`config.mk`:
```
export PLATFORM = sky130hd
export DESIGN_NAME = asram_seq
export DESIGN_NICKNAME = d
export VERILOG_FILES = /design/src/rtl/asq_pkg.sv /design/src/rtl/asq_cfg_regs.sv /design/src/rtl/asq_turn_guard.sv /design/src/rtl/asq_phase_fsm.sv /design/src/rtl/asram_seq.sv
export SDC_FILE = /design/constraint.sdc
export NUM_CORES = 1
export LEC_CHECK = 0
export BUFFER_PORTS_ARGS = -buffer_cell sky130_fd_sc_hd__buf_2
export CAP_MARGIN = 20
export CORE_MARGIN = 4
export CORE_UTILIZATION = 30
export CTS_CLUSTER_DIAMETER = 200
export DETAILED_ROUTE_END_ITERATION = 7
export GPL_TIMING_DRIVEN = 0
export PLACE_DENSITY = 0.53
export SLEW_MARGIN = 40
export SYNTH_ARGS = -nofsm -noshare
export SYNTH_HDL_FRONTEND = slang
export SYNTH_SLANG_ARGS = --single-unit
```
`constraint.sdc`:
```
create_clock -name clk -period 2.95 [get_ports clk]
set_input_delay 0.7375 -clock clk [delete_from_list [all_inputs] [get_ports clk]]
set_output_delay 0.7375 -clock clk [all_outputs]
set_load 0.005 [all_outputs]
```
`src/rtl/asq_pkg.sv`:
```
package asq_pkg;
  localparam int ASQ_SW = 4;   // setup field width
  localparam int ASQ_DSW = 8;  // data phase field width
  localparam int ASQ_HW = 2;   // hold field width
  localparam int ASQ_TW = 4;   // turnaround field width
  localparam int ASQ_CW = ASQ_DSW; // phase counter width
  localparam logic [31:0] ASQ_TIM_RST = 32'h0FFF_FFFF;

  localparam logic [1:0] KIND_CTRL = 2'd0;
  localparam logic [1:0] KIND_RTIM = 2'd1;
  localparam logic [1:0] KIND_WTIM = 2'd2;

  typedef struct packed {
    logic [ASQ_HW-1:0]  hold;
    logic [ASQ_TW-1:0]  turn;
    logic [ASQ_DSW-1:0] dset;
    logic [ASQ_SW-1:0]  aset;
  } asq_tim_t;

  typedef enum logic [1:0] {PH_IDLE, PH_ASET, PH_DSET, PH_DHLD} asq_phase_e;

  function automatic asq_tim_t asq_unpack(input logic [31:0] w);
    asq_tim_t t;
    t.hold = w[31:30];
    t.turn = w[19:16];
    t.dset = w[15:8];
    t.aset = w[3:0];
    return t;
  endfunction

  // phase length minus one, with a floor of one clock
  function automatic logic [ASQ_CW-1:0] asq_len_m1(input logic [ASQ_CW-1:0] f);
    return (f == '0) ? '0 : f - 1'b1;
  endfunction
endpackage

```
`src/rtl/asq_cfg_regs.sv`:
```
module asq_cfg_regs
  import asq_pkg::*;
#(
  parameter int NBANK = 4,
  localparam int BW = (NBANK > 1) ? $clog2(NBANK) : 1
)(
  input  logic                  clk,
  input  logic                  rst,
  input  logic                  cfg_we,
  input  logic [BW-1:0]         cfg_bank,
  input  logic [1:0]            cfg_kind,
  input  logic [31:0]           cfg_wdata,
  output asq_tim_t [NBANK-1:0]  rd_tim,
  output asq_tim_t [NBANK-1:0]  wr_tim,
  output logic [NBANK-1:0]      ext_en
);
  // mode, reserved and address-hold bits carry no timing here
  logic cfg_unused_bits;
  assign cfg_unused_bits = ^{cfg_wdata[29:20], cfg_wdata[7:4]};

  for (genvar b = 0; b < NBANK; b++) begin : g_bank
    logic hit;
    assign hit = cfg_we && (cfg_bank == BW'(b));
    always_ff @(posedge clk) begin
      if (rst) begin
        rd_tim[b] <= asq_unpack(ASQ_TIM_RST);
        wr_tim[b] <= asq_unpack(ASQ_TIM_RST);
        ext_en[b] <= 1'b0;
      end else if (hit) begin
        case (cfg_kind)
          KIND_CTRL: ext_en[b] <= cfg_wdata[0];
          KIND_RTIM: rd_tim[b] <= asq_unpack(cfg_wdata);
          KIND_WTIM: wr_tim[b] <= asq_unpack(cfg_wdata);
          default: ;
        endcase
      end
    end
  end
endmodule

```
`src/rtl/asq_turn_guard.sv`:
```
module asq_turn_guard
  import asq_pkg::*;
#(
  parameter int NBANK = 4,
  localparam int BW = (NBANK > 1) ? $clog2(NBANK) : 1
)(
  input  logic              clk,
  input  logic              rst,
  input  logic              done,
  input  logic [BW-1:0]     done_bank,
  input  logic [ASQ_TW-1:0] done_turn,
  input  logic [BW-1:0]     req_bank,
  output logic              blocked
);
  logic [BW-1:0]     last_bank;
  logic [ASQ_TW-1:0] gap_cnt;

  // loading the field value (n) lets a same-bank start land n+1 edges later
  always_ff @(posedge clk) begin
    if (rst) begin
      last_bank <= '0;
      gap_cnt   <= '0;
    end else if (done) begin
      last_bank <= done_bank;
      gap_cnt   <= done_turn;
    end else if (gap_cnt != '0) begin
      gap_cnt <= gap_cnt - 1'b1;
    end
  end

  assign blocked = (gap_cnt != '0) && (req_bank == last_bank);

  AST_GAP_COUNTS_DOWN: assert property (@(posedge clk) disable iff (rst)
    (!done && $past(!done) && gap_cnt != '0) |=> (gap_cnt == $past(gap_cnt) - 1'b1)) else $error("gap counter");
endmodule

```
`src/rtl/asq_phase_fsm.sv`:
```
module asq_phase_fsm
  import asq_pkg::*;
#(
  parameter int NBANK = 4,
  parameter int AW = 16,
  parameter int DW = 16,
  localparam int BW = (NBANK > 1) ? $clog2(NBANK) : 1
)(
  input  logic              clk,
  input  logic              rst,
  input  logic              req_valid,
  input  logic [BW-1:0]     req_bank,
  input  logic              req_write,
  input  logic [AW-1:0]     req_addr,
  input  logic [DW-1:0]     req_wdata,
  input  asq_tim_t          tim,
  input  logic              blocked,
  input  logic [DW-1:0]     mem_din,
  output logic [NBANK-1:0]  cs_n,
  output logic              we_n,
  output logic              oe_n,
  output logic [AW-1:0]     addr,
  output logic [DW-1:0]     dout,
  output logic              dout_en,
  output logic              ack,
  output logic [DW-1:0]     rdata,
  output logic              done,
  output logic [BW-1:0]     done_bank,
  output logic [ASQ_TW-1:0] done_turn
);
  asq_phase_e         ph_q, ph_d;
  logic [ASQ_CW-1:0]  cnt_q, cnt_d;
  logic [BW-1:0]      bank_q, bank_d;
  logic               wr_q, wr_d;
  logic [AW-1:0]      addr_d;
  logic [DW-1:0]      data_d;
  logic [ASQ_DSW-1:0] dset_q, dset_d;
  logic [ASQ_HW-1:0]  hold_q, hold_d;
  logic [ASQ_TW-1:0]  turn_q, turn_d;
  logic               start, last_cnt;
  logic [NBANK-1:0]   cs_d;

  assign start    = (ph_q == PH_IDLE) && req_valid && !blocked;
  assign last_cnt = (cnt_q == '0);

  always_comb begin
    ph_d   = ph_q;
    cnt_d  = cnt_q;
    bank_d = bank_q;
    wr_d   = wr_q;
    addr_d = addr;
    data_d = dout;
    dset_d = dset_q;
    hold_d = hold_q;
    turn_d = turn_q;
    unique case (ph_q)
      PH_IDLE: if (start) begin
        ph_d   = PH_ASET;
        cnt_d  = asq_len_m1(ASQ_CW'(tim.aset));
        bank_d = req_bank;
        wr_d   = req_write;
        addr_d = req_addr;
        data_d = req_wdata;
        dset_d = tim.dset;
        hold_d = tim.hold;
        turn_d = tim.turn;
      end
      PH_ASET: if (last_cnt) begin
        ph_d  = PH_DSET;
        cnt_d = asq_len_m1(ASQ_CW'(dset_q));
      end else cnt_d = cnt_q - 1'b1;
      PH_DSET: if (last_cnt) begin
        ph_d  = PH_DHLD;
        cnt_d = ASQ_CW'(hold_q);
      end else cnt_d = cnt_q - 1'b1;
      PH_DHLD: if (last_cnt) ph_d = PH_IDLE;
               else cnt_d = cnt_q - 1'b1;
      default: ph_d = PH_IDLE;
    endcase
  end

  always_comb begin
    cs_d = '1;
    if (ph_d != PH_IDLE) cs_d[bank_d] = 1'b0;
  end

  assign done      = (ph_q == PH_DHLD) && last_cnt;
  assign done_bank = bank_q;
  assign done_turn = turn_q;

  always_ff @(posedge clk) begin
    if (rst) begin
      ph_q    <= PH_IDLE;
      cnt_q   <= '0;
      bank_q  <= '0;
      wr_q    <= 1'b0;
      dset_q  <= '0;
      hold_q  <= '0;
      turn_q  <= '0;
      addr    <= '0;
      dout    <= '0;
      cs_n    <= '1;
      we_n    <= 1'b1;
      oe_n    <= 1'b1;
      dout_en <= 1'b0;
      ack     <= 1'b0;
      rdata   <= '0;
    end else begin
      ph_q    <= ph_d;
      cnt_q   <= cnt_d;
      bank_q  <= bank_d;
      wr_q    <= wr_d;
      dset_q  <= dset_d;
      hold_q  <= hold_d;
      turn_q  <= turn_d;
      addr    <= addr_d;
      dout    <= data_d;
      cs_n    <= cs_d;
      we_n    <= !((ph_d == PH_DSET) && wr_d);
      oe_n    <= !((ph_d == PH_DSET) && !wr_d);
      dout_en <= ((ph_d == PH_DSET) || (ph_d == PH_DHLD)) && wr_d;
      ack     <= done;
      if ((ph_q == PH_DSET) && last_cnt && !wr_q) rdata <= mem_din;
    end
  end

  AST_WE_INSIDE_CS: assert property (@(posedge clk) disable iff (rst)
    !we_n |-> !(&cs_n)) else $error("we outside cs");
  AST_WE_OE_EXCL: assert property (@(posedge clk) disable iff (rst)
    (we_n || oe_n)) else $error("we and oe both low");
  AST_CS_ONEHOT: assert property (@(posedge clk) disable iff (rst)
    $onehot0(~cs_n)) else $error("several cs low");
  AST_ACK_PULSE: assert property (@(posedge clk) disable iff (rst)
    ack |=> !ack) else $error("ack longer than one cycle");
  AST_DOUT_STABLE: assert property (@(posedge clk) disable iff (rst)
    (dout_en && $past(dout_en)) |-> $stable(dout)) else $error("dout moved");
  AST_ADDR_STABLE: assert property (@(posedge clk) disable iff (rst)
    (!(&cs_n) && !(&$past(cs_n))) |-> $stable(addr)) else $error("addr moved");
endmodule

```
`src/rtl/asram_seq.sv`:
```
module asram_seq
  import asq_pkg::*;
#(
  parameter int NBANK = 4,
  parameter int AW = 16,
  parameter int DW = 16,
  localparam int BW = (NBANK > 1) ? $clog2(NBANK) : 1
)(
  input  logic             clk,
  input  logic             rst,
  input  logic             cfg_we,
  input  logic [BW-1:0]    cfg_bank,
  input  logic [1:0]       cfg_kind,
  input  logic [31:0]      cfg_wdata,
  input  logic             req_valid,
  input  logic [BW-1:0]    req_bank,
  input  logic             req_write,
  input  logic [AW-1:0]    req_addr,
  input  logic [DW-1:0]    req_wdata,
  output logic             req_ack,
  output logic [DW-1:0]    rsp_rdata,
  output logic [NBANK-1:0] mem_cs_n,
  output logic             mem_we_n,
  output logic             mem_oe_n,
  output logic [AW-1:0]    mem_addr,
  output logic [DW-1:0]    mem_dout,
  output logic             mem_dout_en,
  input  logic [DW-1:0]    mem_din
);
  asq_tim_t [NBANK-1:0] rd_tim, wr_tim;
  logic [NBANK-1:0]     ext_en;
  asq_tim_t             sel_tim;
  logic                 blocked, done;
  logic [BW-1:0]        done_bank;
  logic [ASQ_TW-1:0]    done_turn;

  asq_cfg_regs #(.NBANK(NBANK)) u_cfg (
    .clk(clk), .rst(rst), .cfg_we(cfg_we), .cfg_bank(cfg_bank),
    .cfg_kind(cfg_kind), .cfg_wdata(cfg_wdata),
    .rd_tim(rd_tim), .wr_tim(wr_tim), .ext_en(ext_en)
  );

  assign sel_tim = (req_write && ext_en[req_bank]) ? wr_tim[req_bank] : rd_tim[req_bank];

  asq_turn_guard #(.NBANK(NBANK)) u_guard (
    .clk(clk), .rst(rst), .done(done), .done_bank(done_bank),
    .done_turn(done_turn), .req_bank(req_bank), .blocked(blocked)
  );

  asq_phase_fsm #(.NBANK(NBANK), .AW(AW), .DW(DW)) u_fsm (
    .clk(clk), .rst(rst), .req_valid(req_valid), .req_bank(req_bank),
    .req_write(req_write), .req_addr(req_addr), .req_wdata(req_wdata),
    .tim(sel_tim), .blocked(blocked), .mem_din(mem_din),
    .cs_n(mem_cs_n), .we_n(mem_we_n), .oe_n(mem_oe_n), .addr(mem_addr),
    .dout(mem_dout), .dout_en(mem_dout_en), .ack(req_ack), .rdata(rsp_rdata),
    .done(done), .done_bank(done_bank), .done_turn(done_turn)
  );

  AST_ACK_AFTER_CS: assert property (@(posedge clk) disable iff (rst)
    req_ack |-> (&mem_cs_n && !(&$past(mem_cs_n)))) else $error("ack not at cs rise");
endmodule

```
==> out/metrics.csv, run 1 <==
metric,value,unit
outcome,"complete, no violations",
post_drt_via_cell_ratio,5.00,
dieArea,38000,sq um
clkLatencyLatePin,0.52,ns
place_ws,-0.722,ns
hold_violations,0,
fin_util,36.4,%
skew,0.00913,ns
period_needed,2.76,ns
cts.sinks,237,
rsz0062_at_grt,false,
worstPathRequired,3.34,ns
start_kind,input pin,
htree_num_levels,1,
ys.flop_type,dfxtp_1,
routed_wl,34400,microns
cts_buffer_depth,3,
rows,68,
grt_pass1_vias,8554,
drtIter0Drc,583,
drt.antenna.violating_nets,0,
dp_hpwl,25100,microns
seq_area_frac_synth,45.3,%
async_flop_share,0,%
antenna_found_initial,0,
critical_path_class,input pin to register,
worst_slew_pin_slew,0.885,ns
crit_fanout,10,
ctsHoldBuffers,0,
die_h,195,microns
synth.avg_cell_area,9.08,sq um
synth_enable_flop_cells,0,
track_usage,17.2,%
syn_to_final_growth,19.7,%
syn-num-nets,1250,
cts_buffers,27,
ys_ff_latch,237,
grt_max_degree,14,
globalplace.congestion,0.845,
yosysWarnings,0,
maxSlewViolCount,0,
power,9230,uW
num-fill-cells,3572,
ios,147,
drive_gt1_share,15.1,%
grt_pass1_wl,51800,microns
max-cap-violations,0,
setup_viol,0,
fin_ws,0.189,ns
clkTransAtPathRegs,0.06,ns
vias,8849,
overflow,0,
antennaDiodeCount,0,
place_inst,1721,
reg2reg_depth,7,
period_share,93.6,%
final_cells,1769,
route.detailed.drc,0,
numPortBuffers,113,
syn_inst,1153,
post_cts_buffers,0,
relSlewSlack,41.0,%
fmax,362,MHz
cts_tree,built,
holdCritPathClass,input pin to register,
syn_area,10500,sq um
p_per_area,736,nW/um^2
arrival,3.15,ns
ys_types,65,
firstDrtPassIters,5,
post_drt_wl_per_cell,19.5,microns
cts_root_buf,clkbuf_16,
die_width,195,microns
power.leakage,0.00461,uW
nNetsFinal,1391,
holdPathStages,3,
initial_core_util,30.4,%
endpoint_kind,register,
coreArea,34500,sq um
vdd.ir_drop.worst,0.445,mV
==> layer usage <==
layer | vias to the layer above | routed length [microns] | track usage [%]
met1 | 4210 | 16000 | 23.4
met3 | 51 | 2020 | 3.07
li1 | 4337 | - | -
met5 | - | 0 | 0
met4 | 0 | 992 | 4.65
met2 | 251 | 15400 | 28.3
==> kinds of logic (layout without fill, tap and decap cells) <==
kind of cell | after synthesis | count (layout) | synth area share, %
compound gates | 247 | 247 | 17.8
xor+xnor | 11 | 11 | 0.920
fa+ha+maj | 7 | 7 | 0.812
buf+inv | 109 | 270 | 4.29
flops | 237 | 237 | 45.3
mux | 87 | 87 | 9.32
simple gates | 455 | 455 | 21.5
==> path summary, 6_finish.rpt <==
path	start	endpoint	slack (ns)
hold reg to reg	u_fsm.rdata[6]	u_fsm.rdata[6]	0.45
hold / removal	req_wdata[1]	u_fsm.dout[1]	0.45
setup / recovery	cfg_kind[0]	u_cfg.wr_tim[34]	0.19
setup reg to reg	u_guard.gap_cnt[0]	u_fsm.cnt_q[0]	0.24
==> where the power goes <==
part	leakage [uW]	switching (uW)	internal [uW]
combinational	0.00224	1280	804
clock	0.000438	1330	2070
sequential	0.00193	243	3500
total	0.00461	2850	6380
==> repair_timing <==
action,in CTS,in global routing
endpoints found under the setup margin,2,6
hold endpoints to repair,0,0
gates resized for setup,2,7
==> registers in the layout (all words and copies together), names as in the netlist <==
signal	count
u_cfg.ext_en	4
u_cfg.rd_tim	72
u_cfg.wr_tim	72
u_fsm.ack	1
u_fsm.addr	16
u_fsm.cnt_q	8
u_fsm.cs_n	4
u_fsm.done_bank	2
u_fsm.done_turn	4
u_fsm.dout	16
u_fsm.dout_en	1
u_fsm.dset_q	8
u_fsm.hold_q	2
u_fsm.oe_n	1
u_fsm.ph_q	2
u_fsm.rdata	16
u_fsm.we_n	1
u_fsm.wr_q	1
u_guard.gap_cnt	4
u_guard.last_bank	2
==> cell type report <==
type                       count  area [sq um]  area share (%)
buffer                        99           415            3.31
clock buffer                  41           778            6.21
clock inverter                 8           121           0.968
inverter                       9          33.8           0.269
multi-input combinational    807          5310            42.4
sequential                   237          4740            37.8
tap                          455           569            4.54
timing repair buffer         113           566            4.51
==> cell usage after synthesis (all sizes together) (8+ instances only) <==
library cell	count	area, sq um
clkbuf	79	308
inv	9	33.8
mux4	8	184
nor3b	9	67.6
dfxtp	237	4740
nand3b	36	270
nor2b	99	619
a22o	26	228
o31ai	16	120
a21oi	67	339
a211o	96	841
nor3	22	115
nor2	43	164
nand2	209	785
mux2i	78	781
buf	21	108
==> layout by cell type, fill, tap and decap left out, types with 3 or more instances in the layout <==
master     count
nand3_1        5
nor3_1        20
a21oi_1       66
nand3b_1      36
clkinv_2       3
a21o_1         3
inv_1          9
or4_1          4
nor2_1        39
o31ai_1       16
clkbuf_8       5
xor2_1         6
xnor2_1        5
clkbuf_2      12
or3_1          5
mux4_2         7
o21ai_0        4
buf_1         11
nor3b_1        8
a22oi_1        5
mux2i_1       78
buf_2        118
dfxtp_1      237
ha_1           6
nor2_2         4
buf_4          4
clkbuf_16     27
nand2_1      209
a211o_1       96
bufinv_16      3
nand2b_1       7
a22o_1        26
and3_1         4
nor4_1         4
nor2b_1       98
clkbuf_1      75
a31oi_1        3
==> through the flow <==
stage / hold slack (ns) / setup TNS (ns) / area [sq um]
after floorplan: 0.417 / 0 / 10500
after global placement: 0.435 / -18.39 / 11600
after detailed placement: 0.443 / -20.66 / 11600
after CTS: 0.420 / 0 / 12500
after global routing: 0.439 / 0 / 12500
final: 0.448 / 0 / 12500
==> worst max-delay path, stage by stage <==
cell and delay, ns:
buf_2 0.13, nand2b_1 0.24, nor2_1 0.56, clkbuf_1 0.52
clkbuf_1 0.65, mux2i_1 0.26, nor2_1 0.05
Power figures use the tool's default switching activity.
==> run 2, diff against run 1 <==
--- a/config.mk
+++ b/config.mk
@@ -13,6 +13,7 @@
 export DETAILED_ROUTE_END_ITERATION = 7
 export GPL_TIMING_DRIVEN = 0
 export PLACE_DENSITY = 0.53
+export RECOVER_POWER = 50
 export SLEW_MARGIN = 40
 export SYNTH_ARGS = -nofsm -noshare
 export SYNTH_HDL_FRONTEND = slang
==> run 2 against run 1 <==
Net effect: sequential power barely moved; cell area fell by 0.42%; combinational power barely moved; setup slack got worse by 0.012 ns; maximum frequency fell by 0.44%; die area did not move; power barely moved; via count rose by 0.60%; core utilization fell by 0.15 points; cell count did not move.
==> out/metrics.csv, run 2 (synthesis gave the netlist of run 1 again) <==
metric,value,unit
outcome,"complete, no violations",
routed_wl,34400,microns
clkLatencyLatePin,0.53,ns
holdCritPathClass,input pin to register,
die_width,195,microns
dp_hpwl,25100,microns
numPortBuffers,113,
final_cell_mix,"237 x dfxtp_1, 209 x nand2_1, 113 x clkbuf_1",
track_usage,17.2,%
cts.sinks,237,
route.detailed.drc,0,
relSlewSlack,35.3,%
start_kind,input pin,
seqPwrFrac,40.6,%
skew,0.00942,ns
p_switching,2860,uW
antenna_found_initial,0,
drive_gt1_share,12.1,%
nNetsFinal,1391,
max-cap-violations,0,
power_frac_comb,22.4,%
coreArea,34500,sq um
whs,0.447,ns
fin_area,12500,sq um
firstDrtPassIters,5,
period_needed,2.77,ns
cts_root_buf,clkbuf_16,
critical_path_class,input pin to register,
setup_viol,0,
drt.antenna.violating_nets,0,
rows,68,
cts_buffers,27,
grt_pass1_wl,51800,microns
maxSlewViolCount,0,
worstPathRequired,3.34,ns
swShare,31.0,%
power.leakage,0.00447,uW
rsz0062_at_grt,false,
antennaDiodeCount,0,
dieArea,38000,sq um
die_h,195,microns
clkTransAtPathRegs,0.06,ns
worst_slew_pin_slew,0.968,ns
post_drt_via_cell_ratio,5.03,
vias,8902,
hold_violations,0,
place_area,11600,sq um
intPower,6370,uW
overflow,0,
final_common_cell,dfxtp_1,
fmax,361,MHz
endpoint_kind,register,
htree_num_levels,1,
p_clk_share,36.9,%
p_per_area,739,nW/um^2
arrival,3.16,ns
initial_core_util,30.4,%
vdd.ir_drop.worst,0.446,mV
grt_pass1_vias,8554,
ios,147,
ctsHoldBuffers,0,
cts_tree,built,
setup_tns,0,ns
crit_fanout,10,
period_share,94.0,%
globalplace.congestion,0.845,
drtIter0Drc,512,
reg_top3,"u_cfg.rd_tim (72), u_cfg.wr_tim (72)",
syn_to_final_growth,19.2,%
cts_buffer_depth,3,
grt_max_degree,14,
post_drt_wl_per_cell,19.4,microns
-- run 2: changes by cell type in the layout (fill, tap and decap cells not counted) --
cell | before | now
nor2_2 | 4 | 2
buf_2 | 118 | 80
clkbuf_1 | 75 | 113
nor2_1 | 39 | 41
-- run 2: power groups by stage --
stage	Sequential [uW]	Clock, uW	Combinational (uW)
CTS	3740	3490	2080
global route	3790	3610	2320
global placement	3800	0	2050
floorplan	3760	0	1430
finish	3750	3410	2070
detailed placement	3810	0	2070
-- run 2: worst max-delay path: stages --
cell	delay, ns
clkbuf_1	0.13
nand2b_1	0.26
nor2_1	0.56
clkbuf_1	0.52
clkbuf_1	0.65
mux2i_1	0.26
nor2_1	0.05
-- run 2: routing by layer --
layer  global-route usage (%)  part of all wire (%)
met1                     23.4                    46
met2                     28.3                    45
met4                     4.65                   2.9
met3                     3.07                   5.8
met5                        0                     0
-- run 2: timing repair --
action                                  CTS  global route
buffers inserted                          0             0
endpoints found under the setup margin    2             6
resized for setup                         2             7
-- run 2: path summary, 6_finish.rpt --
| kind | slack [ns] | cells after the start | startpoint | endpoint |
|---|---|---|---|---|
| max | 0.18 | 7 | cfg_kind[0] | u_cfg.wr_tim[34] |
| max reg2reg | 0.25 | 7 | u_guard.gap_cnt[0] | u_fsm.cnt_q[0] |
| min reg2reg | 0.45 | 2 | u_fsm.rdata[6] | u_fsm.rdata[6] |
| min | 0.45 | 3 | req_wdata[1] | u_fsm.dout[1] |
-- run 2: final cells by class --
cell class | count | area (sq um)
plain buffers | 99 | 415
clock buffers | 41 | 778
clock inverters | 8 | 121
fillers | 3590 | 22000
inverters | 9 | 33.8
multi-input cells | 807 | 5310
flip-flops and latches | 237 | 4740
well taps | 455 | 569
repair buffers | 113 | 518
-- run 2: per-stage QoR --
stage          cells  setup slack, ns  power [uW]  utilization (%)
4_1_cts         1770           0.0196        9320             36.4
3_5_place_dp    1721           -0.722        5880             33.7
3_3_place_gp    1721           -0.636        5850             33.7
6_report        1769            0.177        9220             36.2
5_1_grt         1769           0.0296        9710             36.2
2_1_floorplan   1153            0.386        5190                -
